===== src/rtl/vcfg_pkg.sv =====
// Shared constants and helpers for the vector type configuration file.
// Assumes the base width-code set only; richer formats are decoded elsewhere.
package vcfg_pkg;
    localparam int FW  = 16;  // descriptor width
    localparam int EWW = 6;   // width-code field width

    // True when a width code is one of the accepted base codes for this ELEN.
    function automatic logic ew_legal(input logic [EWW-1:0] ew, input int elen);
        logic ok;
        ok = (ew == 6'o00) || (ew == 6'o10) || (ew == 6'o20) || (ew == 6'o30) ||
             ((ew == 6'o40) && (elen >= 64));
        return ok;
    endfunction
endpackage


===== src/rtl/vcfg_wcheck.sv =====
// Write evaluator: builds the candidate descriptor set for a CSR write
// (target chunk replaced, higher chunks zeroed), the set of written registers,
// the legality verdict and whether any written width code changes.
// Assumes XLEN is 32 or 64 and NREG is a multiple of XLEN/16.
module vcfg_wcheck
    import vcfg_pkg::*;
#(
    parameter int XLEN = 64,
    parameter int NREG = 32,
    parameter int ELEN = 64,
    parameter int AW   = 4
) (
    input  logic [NREG*FW-1:0] cur_flat,
    input  logic [EWW-1:0]     mew,
    input  logic [AW-1:0]      addr,
    input  logic [XLEN-1:0]    wdata,
    output logic [NREG*FW-1:0] cand_flat,
    output logic [NREG-1:0]    wr_mask,
    output logic               bad,
    output logic               width_chg
);
    localparam int RPC    = XLEN / FW;  // descriptors per CSR
    localparam int STRIDE = XLEN / 32;  // address step between used CSRs

    int  base;
    logic addr_ok;

    // Compute candidate state and verdict for a write at addr.
    always_comb begin
        logic [FW-1:0] c;
        logic [FW-1:0] p;
        addr_ok   = (int'(addr) % STRIDE) == 0;
        base      = (int'(addr) / STRIDE) * RPC;
        bad       = !addr_ok;
        width_chg = 1'b0;
        cand_flat = '0;
        wr_mask   = '0;
        for (int n = 0; n < NREG; n++) begin
            if (n >= base && n < base + RPC)
                c = wdata[(n - base)*FW +: FW];
            else if (n >= base + RPC)
                c = '0;
            else
                c = cur_flat[n*FW +: FW];
            cand_flat[n*FW +: FW] = c;
            wr_mask[n] = (n >= base);
            if (n >= base) begin
                if (!ew_legal(c[EWW-1:0], ELEN)) bad = 1'b1;
                if ((mew != '0) && (c[EWW-1:0] > mew)) bad = 1'b1;
                if (c[EWW-1:0] != cur_flat[n*FW +: EWW]) width_chg = 1'b1;
            end
        end
        // Enabled registers must form a run starting at register 0.
        for (int n = 1; n < NREG; n++) begin
            c = cand_flat[n*FW +: FW];
            p = cand_flat[(n-1)*FW +: FW];
            if ((c[EWW-1:0] != '0) && (p[EWW-1:0] == '0)) bad = 1'b1;
        end
    end
endmodule


===== src/rtl/vcfg_state.sv =====
// Storage for descriptors, width ceiling and the one-cycle result pulses.
// Assumes the caller decides legality; this module only registers.
module vcfg_state
    import vcfg_pkg::*;
#(
    parameter int NREG = 32
) (
    input  logic               clk,
    input  logic               rst_n,
    input  logic               upd_vt,
    input  logic [NREG*FW-1:0] nxt_vt,
    input  logic               upd_mew,
    input  logic [EWW-1:0]     nxt_mew,
    input  logic [NREG-1:0]    mask_d,
    input  logic               all_d,
    input  logic               ill_d,
    output logic [NREG*FW-1:0] vt_q,
    output logic [EWW-1:0]     mew_q,
    output logic [NREG-1:0]    mask_q,
    output logic               all_q,
    output logic               ill_q
);
    // One register slot per descriptor.
    for (genvar g = 0; g < NREG; g++) begin : g_slot
        // Hold or load descriptor g.
        always_ff @(posedge clk) begin
            if (!rst_n)      vt_q[g*FW +: FW] <= '0;
            else if (upd_vt) vt_q[g*FW +: FW] <= nxt_vt[g*FW +: FW];
        end
    end

    // Ceiling register and result pulses.
    always_ff @(posedge clk) begin
        if (!rst_n) begin
            mew_q  <= '0;
            mask_q <= '0;
            all_q  <= 1'b0;
            ill_q  <= 1'b0;
        end else begin
            if (upd_mew) mew_q <= nxt_mew;
            mask_q <= mask_d;
            all_q  <= all_d;
            ill_q  <= ill_d;
        end
    end
endmodule


===== src/rtl/vcfg_rdmux.sv =====
// Read selector: returns the packed descriptors held by a configuration CSR,
// zero for an address that holds nothing. Purely combinational.
module vcfg_rdmux
    import vcfg_pkg::*;
#(
    parameter int XLEN = 64,
    parameter int NREG = 32,
    parameter int AW   = 4
) (
    input  logic [NREG*FW-1:0] vt,
    input  logic [AW-1:0]      addr,
    output logic [XLEN-1:0]    rdata
);
    localparam int RPC    = XLEN / FW;
    localparam int STRIDE = XLEN / 32;

    // Select one chunk of descriptors.
    always_comb begin
        int base;
        base  = (int'(addr) / STRIDE) * RPC;
        rdata = '0;
        if ((int'(addr) % STRIDE) == 0 && base < NREG)
            rdata = vt[base*FW +: XLEN];
    end
endmodule


===== src/rtl/vcfg_regfile.sv =====
// Top of the vector type configuration file. Arbitrates ceiling and CSR
// writes (ceiling wins), applies legality and clear rules, exposes state.
// Assumes XLEN in {32,64}; one write of each kind at most per cycle.
module vcfg_regfile
    import vcfg_pkg::*;
#(
    parameter int XLEN = 64,
    parameter int NREG = 32,
    parameter int ELEN = 64,
    localparam int AW  = $clog2(NREG*FW/32)
) (
    input  logic               clk,
    input  logic               rst_n,
    input  logic               csr_we,
    input  logic [AW-1:0]      csr_addr,
    input  logic [XLEN-1:0]    csr_wdata,
    output logic [XLEN-1:0]    csr_rdata,
    input  logic               mew_we,
    input  logic [EWW-1:0]     mew_wdata,
    output logic [EWW-1:0]     mew_q,
    output logic [NREG*FW-1:0] vtype_flat,
    output logic [NREG-1:0]    clr_mask,
    output logic               clr_all,
    output logic               illegal
);
    logic [NREG*FW-1:0] cand;
    logic [NREG-1:0]    wr;
    logic               bad, chg, mew_ok, upd_vt, upd_mew, ill_d, all_d;
    logic [NREG-1:0]    mask_d;

    vcfg_wcheck #(.XLEN(XLEN), .NREG(NREG), .ELEN(ELEN), .AW(AW)) u_chk_w (
        .cur_flat(vtype_flat), .mew(mew_q), .addr(csr_addr), .wdata(csr_wdata),
        .cand_flat(cand), .wr_mask(wr), .bad(bad), .width_chg(chg)
    );

    // Arbitration and effect selection for this cycle's writes.
    always_comb begin
        mew_ok  = ew_legal(mew_wdata, ELEN);
        upd_mew = mew_we && mew_ok;
        upd_vt  = !mew_we && csr_we && !bad;
        ill_d   = (mew_we && !mew_ok) || (!mew_we && csr_we && bad);
        all_d   = upd_mew || (upd_vt && (mew_q == '0) && chg);
        mask_d  = upd_vt ? wr : '0;
    end

    vcfg_state #(.NREG(NREG)) u_state (
        .clk(clk), .rst_n(rst_n),
        .upd_vt(upd_vt), .nxt_vt(cand),
        .upd_mew(upd_mew), .nxt_mew(mew_wdata),
        .mask_d(mask_d), .all_d(all_d), .ill_d(ill_d),
        .vt_q(vtype_flat), .mew_q(mew_q),
        .mask_q(clr_mask), .all_q(clr_all), .ill_q(illegal)
    );

    vcfg_rdmux #(.XLEN(XLEN), .NREG(NREG), .AW(AW)) u_rd (
        .vt(vtype_flat), .addr(csr_addr), .rdata(csr_rdata)
    );
endmodule


===== config.mk =====
export PLATFORM = sky130hd
export DESIGN_NAME = vcfg_regfile
export DESIGN_NICKNAME = d
export VERILOG_FILES = /design/src/rtl/vcfg_pkg.sv /design/src/rtl/vcfg_wcheck.sv /design/src/rtl/vcfg_state.sv /design/src/rtl/vcfg_rdmux.sv /design/src/rtl/vcfg_regfile.sv
export SDC_FILE = /design/constraint.sdc
export NUM_CORES = 2
export LEC_CHECK = 0
export ABC_CLOCK_PERIOD_IN_PS = 6900
export BUFFER_PORTS_ARGS = -buffer_cell sky130_fd_sc_hd__buf_2
export CAP_MARGIN = 20
export CORE_UTILIZATION = 32
export DETAILED_ROUTE_END_ITERATION = 8
export PLACE_DENSITY = 0.52
export SYNTH_ARGS = -nofsm -noshare
export SYNTH_HDL_FRONTEND = slang
export SYNTH_SLANG_ARGS = --single-unit

===== constraint.sdc =====
create_clock -name clk -period 6.9 [get_ports clk]
set_clock_uncertainty 0.2 [all_clocks]
set_input_delay 1.38 -clock clk [delete_from_list [all_inputs] [get_ports clk]]
set_output_delay 1.38 -clock clk [all_outputs]
set_load 0.03 [all_outputs]

### After elaboration in Yosys (flattened, before gate mapping)

Cells that the tools add are included.
W data, S select, Z words.

| word-level totals | value |
|---|---|
| bits in registers | 552 |
| bits in latches | 0 |
| bits in writable memories | 0 |
| memory bits (read-only) | 0 |
| bits of input ports | 78 |
| output and inout bits | 616 |
| word-level logic and storage cells | 1056 |
| memories | 0 |

| cells by class | value |
|---|---|
| $add $sub $neg | 33 |
| $mul | 0 |
| divide/modulo/power cells | 0 |
| $lt $le $gt $ge | 129 |
| equality and inequality tests | 164 |
| shifts and indexed selects | 33 |
| multiplexer cells | 256 |
| bitwise gates (word level) | 0 |
| reductions and logical operators | 373 |

Operators by type and width:

| operator | number |
|---|---|
| $shiftx A64 B32 Y16 | 32 |
| $mux W16 | 64 |
| $ge A6 B32 Y1 const A | 16 |
| $lt A6 B32 Y1 const A | 16 |
| $shiftx A512 B10 Y64 | 1 |
| $eq A6 B5 Y1 const B | 66 |
| $ge A5 B32 Y1 const A | 8 |
| $lt A5 B32 Y1 const A | 8 |
| $logic_not A6 Y1 | 34 |
| $eq A6 B4 Y1 const B | 33 |
| $eq A6 B6 Y1 const B | 33 |
| $gt A6 B6 Y1 | 32 |
| $ne A6 B6 Y1 | 32 |
| $reduce_bool A6 Y1 | 32 |
| $mux W1 | 191 |
| $logic_or A1 B1 Y1 | 134 |
| $ge A4 B32 Y1 const A | 4 |
| $lt A4 B32 Y1 const A | 4 |
| $logic_and A1 B1 Y1 | 103 |
| $sub A5 B5 Y6 const A | 16 |
| $ge A5 B5 Y1 const A | 16 |
| $reduce_and A2 Y1 | 33 |
| $ge A3 B32 Y1 const A | 2 |
| $lt A3 B32 Y1 const A | 2 |
| other kinds (18) | 76 |

### Depth between registers and ports, before layout

| logic depth | value |
|---|---|
| depth in word-level cells | 141 |
| gate-level depth with buffers | 27 |
| mapped depth without buffers | 18 |

### By module

From an unflattened synthesis, not the netlist that was laid out.

| unflattened totals | value |
|---|---|
| cell total of the unflattened synthesis | 5055 |
| area, all modules | 42982.5 sq um |

By module, submodules not included:

| module | instances | cells each | area each (sq um) | sequential area each (sq um) |
|---|---|---|---|---|
| vcfg_state | 1 | 1741 | 20950.1 | 11050.6 |
| vcfg_wcheck | 1 | 2972 | 17675.7 | 0.0 |
| vcfg_rdmux | 1 | 298 | 4037.6 | 0.0 |
| vcfg_regfile | 1 | 44 | 319.1 | 0.0 |

### Worst setup path after synthesis

No wires, ideal clock.

| path | value |
|---|---|
| path type | in2reg |
| start | in csr_addr[2] |
| end | reg u_state.vt_q[165] |
| setup time | 0.126 ns |
| arrival time | 6.690 ns |
| data required time | 6.574 ns |
| slack | -0.116 ns |
| stages | 27 |
| path buffers | 11 |
| cell sequence | buf_2 buf_4 inv_1 clkbuf_1 clkbuf_1 ha_1 buf_2 nor4b_2 and2_1 buf_2 clkbuf_1 clkbuf_1 nand2_1 nand2_1 ha_1 nand2b_1 a21oi_1 o32ai_1 nand4_1 and3_1 nor4_2 nand4_4 or3_1 buf_2 buf_4 buf_2 mux2i_1 |

| between the ends | value |
|---|---|
| elaborated cells between the ends (all ways) | 800 |
| those cells by class | 33 x add/sub; 128 x order compare; 128 x eq/ne; 32 x shift; 191 x mux; 288 x reduce/logical |

RTL lines:

| element | line | RTL |
|---|---|---|
| from (decl) | vcfg_regfile.sv:15 | `input logic [AW-1:0] csr_addr,` |
| $add A5 B3 Y6 | vcfg_wcheck.sv:39, vcfg_wcheck.sv:41 |  |
| $ge A6 B32 Y1 / $lt A6 B32 Y1 (equally long branches) | vcfg_wcheck.sv:41, vcfg_wcheck.sv:39 |  |
| $mux W16 / $logic_and A1 B1 Y1 (equally long branches) | vcfg_wcheck.sv:41, vcfg_wcheck.sv:39 |  |
| $mux W16 (*) | vcfg_wcheck.sv:39 | `if (n >= base && n < base + RPC)` |
| via cand[305] | vcfg_regfile.sv:26 | `logic [NREG*FW-1:0] cand;` |
| $eq A6 B4 Y1 / $logic_not A6 Y1 (equally long branches) | vcfg_pkg.sv:10, vcfg_wcheck.sv:57 |  |
| $logic_or A1 B1 Y1 (4 in series) | vcfg_pkg.sv:10 | `ok = (ew == 6'o00) \|\| (ew == 6'o10) \|\| (ew == 6'o20) \|\| (ew == 6'o30) \|\|` |
| $mux W1 | vcfg_wcheck.sv:48 | `if (!ew_legal(c[EWW-1:0], ELEN)) bad = 1'b1;` |
| (+34 left out) | n/a |  |
| $mux W1 | vcfg_wcheck.sv:47 | `if (n >= base) begin` |
| $mux W1 | vcfg_wcheck.sv:48 |  |
| $mux W1 | vcfg_wcheck.sv:49 | `if ((mew != '0) && (c[EWW-1:0] > mew)) bad = 1'b1;` |
| $mux W1 | vcfg_wcheck.sv:47 |  |
| $mux W1 (19 in series) | vcfg_wcheck.sv:57 | `if ((c[EWW-1:0] != '0) && (p[EWW-1:0] == '0)) bad = 1'b1;` |
| $mux W1 (*) (12 in series) | vcfg_wcheck.sv:57 |  |
| $logic_not A1 Y1 (*) | vcfg_regfile.sv:40 | `upd_vt = !mew_we && csr_we && !bad;` |
| $logic_and A1 B1 Y1 (*) | vcfg_regfile.sv:40 |  |
| to (signal, indexed assignment) | vcfg_state.sv:28 | `else if (upd_vt) vt_q[g*FW +: FW] <= nxt_vt[g*FW +: FW];` |
| to (decl) | vcfg_state.sv:17 | `output logic [NREG*FW-1:0] vt_q,` |

The timed path passes the listed nets; every way through them passes the cells marked *. The select of a mux whose other input is x is not followed.
A chain may end at the register's enable or synchronous reset.

### Worst setup path in the final report

| path | value |
|---|---|
| start | in csr_addr[1] |
| end | reg u_state.vt_q[438] |

| between the ends | value |
|---|---|
| elaborated cells between the ends (all ways) | 802 |
| those cells by class | 33 x add/sub; 128 x order compare; 128 x eq/ne; 32 x shift; 191 x mux; 290 x reduce/logical |

RTL lines:

| element | line |
|---|---|
| $add A5 B3 Y6 | vcfg_wcheck.sv:39, vcfg_wcheck.sv:41 |
| $ge A3 B32 Y1 / $lt A3 B32 Y1 (equally long branches) | vcfg_wcheck.sv:41, vcfg_wcheck.sv:39 |
| $mux W16 / $logic_and A1 B1 Y1 (equally long branches) | vcfg_wcheck.sv:41, vcfg_wcheck.sv:39 |
| $mux W16 (*) | vcfg_wcheck.sv:39 |
| via cand[36] | vcfg_regfile.sv:26 |
| $eq A6 B4 Y1 / $logic_not A6 Y1 (equally long branches) | vcfg_pkg.sv:10, vcfg_wcheck.sv:57 |
| $logic_or A1 B1 Y1 (4 in series) | vcfg_pkg.sv:10 |
| $mux W1 | vcfg_wcheck.sv:48 |
| (+86 left out) | n/a |
| $mux W1 | vcfg_wcheck.sv:48 |
| $mux W1 | vcfg_wcheck.sv:49 |
| $mux W1 | vcfg_wcheck.sv:47 |
| $mux W1 (2 in series) | vcfg_wcheck.sv:57 |
| $mux W1 (*) (29 in series) | vcfg_wcheck.sv:57 |
| $logic_not A1 Y1 (*) | vcfg_regfile.sv:40 |
| $logic_and A1 B1 Y1 (*) | vcfg_regfile.sv:40 |
| $reduce_and A2 Y1 (no line) (*) | n/a |

Marks and branches as above.

==> summary.txt <==
Status
  – Status: finished, final reports clean

Floorplanning
  – Initial core utilization: 32.4%
  – Rows: 121
  – # IOs: 694
  – Area of the die: 112000 sq um
  – Core Box Area: 109000 sq um
  – Die width: 335 um
  – Die height: 335 um

Routing
  – Remaining DRCs: 0
  – Vias: 41800
  – Post-route ant nets: 0
  – Routed Wire Length: 222000 um
  – Iter 0 DRT Violations: 6018
  – Wire length per cell: 33.4 um
  – Vias per cell: 6.29
  – Pre-Repair DR Iteration Count: 8

Final layout
  – Final Util: 41.3%
  – Cell Count, Final, Fillers Out: 6648
  – Final #Nets: 5393
  – Most frequent cells in the layout: nand2_1 (1082), buf_2 (688), dfxtp_1 (533), buf_4 (423), o32ai_1 (303)
  – Final Cell Area: 45200 sq um
  – Layout cells sized above 1: 27.7%
  – Most common cell after layout, fill and taps aside: nand2_1
  – Synth-to-Final Area Change: 27.3%

Clock network
  – CTS H-Tree Depth: 3
  – Total CTS buffers: 66
  – CTS tree: built
  – Clock Latency Late Sink: 0.68 ns
  – TritonCTS Sinks: 534
  – CTS Root Cell: clkbuf_16
  – Hold_buf cts: 0
  – Clock transition at path regs: 0.06 ns
  – Post-CTS Setup Repair Bufs: 0
  – CTS Buffer Depth: 3
  – CTS-repair resized insts: 0

STA
  – Worst-Margin Slew: 1.15 ns
  – Part of the cycle the worst path needs: 98.1%
  – Fin crit period: 6.77 ns
  – Rel. slew slack: 23.6%
  – Max Slew Vio Count: 0
  – Final setup fails: 0
  – RSZ-0062 raised after global routing: false
  – Post-Route Hold Slack: 0.276 ns
  – Endpoints failing hold: 0
  – Peak Freq: 148 MHz

Global routing
  – Antenna violations before repair: 26
  – GRT overflow: 0
  – First-pass GRT wire length: 304000 um
  – Largest net degree at the start of global routing: 191
  – Vias in the first global route: 37600
  – Gr usage total: 37.8%

Power and ir drop
  – Register share of total power: 39.0%
  – Leak: 20.1 nW
  – Switching part of the total: 30.0%
  – Maximum vdd drop: 0.000178 V
  – Clock Power Share: 45.8%
  – Combinational Power Share: 15.2%
  – P per Cell Area: 175 nW/um^2
  – P_int: 5.55 mW
  – Psw: 2.38 mW

Setup path
  – CP Launch Type: primary input
  – CP arrival: 7.09 ns
  – CP Class: in2reg
  – Critical path capture point type: flop
  – Most common cell on crit path: buf_4
  – Slowest cell on the critical path: o41ai_1
  – Crit-path max FO: 37
  – Worst path max stage delay: 0.79 ns
  – Critical-path cell list: buf_8 > buf_4 > inv_1 > ha_1 > buf_4 > or2_2 > or3_2 > o22ai_1 > ha_1 > a21oi_1 > nand2_1 > a221oi_1 > o311ai_0 > o41ai_1 > buf_4 > a41o_1 > nand4_4 > or3_4 > buf_12 > buf_12 > o32ai_1
  – Critical Path RT: 7.22 ns

Yosys
  – Post-synth top area share: 30.1%
  – Area contributors post-synth: dfxtp_1 (30%), nand2_1 (11%), mux2i_1 (7.5%)
  – #FFs+latches synth: 534
  – Synth area leader: dfxtp_1
  – Post-synth EDFFs: 0
  – Primary FF master, synth: dfxtp_1
  – Share of flip-flops with an asynchronous set or reset: 0%
  – Seq/Total Area, Yosys: 30.1%
  – Syn_nets: 4566
  – Mapped Cells: 4286
  – Post-synthesis cell area: 35500 sq um
  – Netlist cell types: 98
  – Yosys warning count: 0
  – Mean Syn Cell Area: 8.28 sq um

Min path
  – Hold Path Class: reg2reg

Placement
  – Post-Place Cells: 6520
  – Routability cong.: 1.10
  – Placed cell area: 43000 sq um
  – Placed wire-length estimate: 167000 um
  – Port Buf Inserts: 693

Job
  – Max-cap viol count: 0
## stage by stage
stage | total power [mW] | setup WS [ns] | setup TNS, ns
6_report | 7.92 | 0.131 | 0
3_3_place_gp | 4.30 | -0.380 | -113.34
3_5_place_dp | 4.30 | -0.379 | -109.21
5_1_grt | 8.12 | 0.0148 | 0
2_1_floorplan | 3.74 | 0.00696 | 0
4_1_cts | 7.92 | 0.249 | 0
## worst paths after layout
check	from	cells after the start	endpoint	slack [ns]
hold / removal	u_state.vt_q[490]	2	u_state.vt_q[490]	0.28
hold reg to reg	u_state.vt_q[490]	2	u_state.vt_q[490]	0.28
setup / recovery	csr_addr[1]	21	u_state.vt_q[438]	0.13
setup reg to reg	u_state.mew_q[2]	14	u_state.vt_q[438]	1.27
## power groups by stage
stage	registers, mW	clock network [mW]	logic, mW
global route	3.09	3.80	1.23
global placement	3.16	0	1.15
detailed placement	3.16	0	1.14
floorplan	3.16	0	0.577
CTS	3.09	3.68	1.15
finish	3.09	3.63	1.21
## state kept, by name, summed over array words and instances, names as in the netlist
name	flops
u_state.all_q	1
u_state.ill_q	1
u_state.mask_q	14
u_state.mew_q	6
u_state.vt_q	512
## cells by family after synthesis
family,Yosys count,synth area share [%]
muxes,388,14.7
and+or+nand+nor,1630,20.3
DFF,534,30.1
buffers and inverters,519,6.62
adders and majority gates,202,7.12
AOI/OAI and AO/OA,998,20.8
xor gates and xnor gates,15,0.370
## worst max-delay path, delay by kind of cell
| kind | cells | cell delay (ns) |
|---|---|---|
| adder cells (fa/ha/maj) | 2 | 0.54 |
| buffers and inverters | 7 | 1.11 |
| AND/OR/NAND/NOR | 5 | 1.70 |
| AO/OA/AOI/OAI | 7 | 2.33 |
## layer usage
| layer | vias up | GRT usage (%) | share of wire [%] | routed length (um) |
|---|---|---|---|---|
| met5 | - | 0 | 0.047 | 105 |
| met4 | 10 | 19.4 | 6.2 | 13800 |
| met3 | 664 | 11.5 | 12 | 26100 |
| met2 | 3000 | 55.7 | 42 | 93400 |
| met1 | 20600 | 49.6 | 40 | 88700 |
| li1 | 17600 | - | - | - |
## synthesized netlist by cell type, types with 33 or more instances
library cell and count:
nand3_1 92, dfxtp_1 534, clkbuf_1 267, a21o_1 34
o32ai_1 303, inv_1 120, a21oi_1 131, o22ai_1 104
mux2i_1 266, nand4_1 40, o21ai_0 120, nor4_1 36
a22oi_1 48, nand2_1 1083, mux4_2 104, nand2b_1 36
buf_2 36, buf_4 33, ha_1 202, nor3_1 53
nor2_1 131
## final cells by class
| type | instances | area, sq um |
|---|---|---|
| clock buffers | 87 | 1810 |
| multi-input cells | 3233 | 22600 |
| diodes | 15 | 37.5 |
| flip-flops and latches | 534 | 10700 |
| well taps | 1476 | 1850 |
| repair buffers | 1150 | 7390 |
| inverters | 128 | 480 |
| clock inverters | 25 | 378 |
| fillers | 11200 | 64300 |
Note: power is estimated with default switching activity, not from simulation.
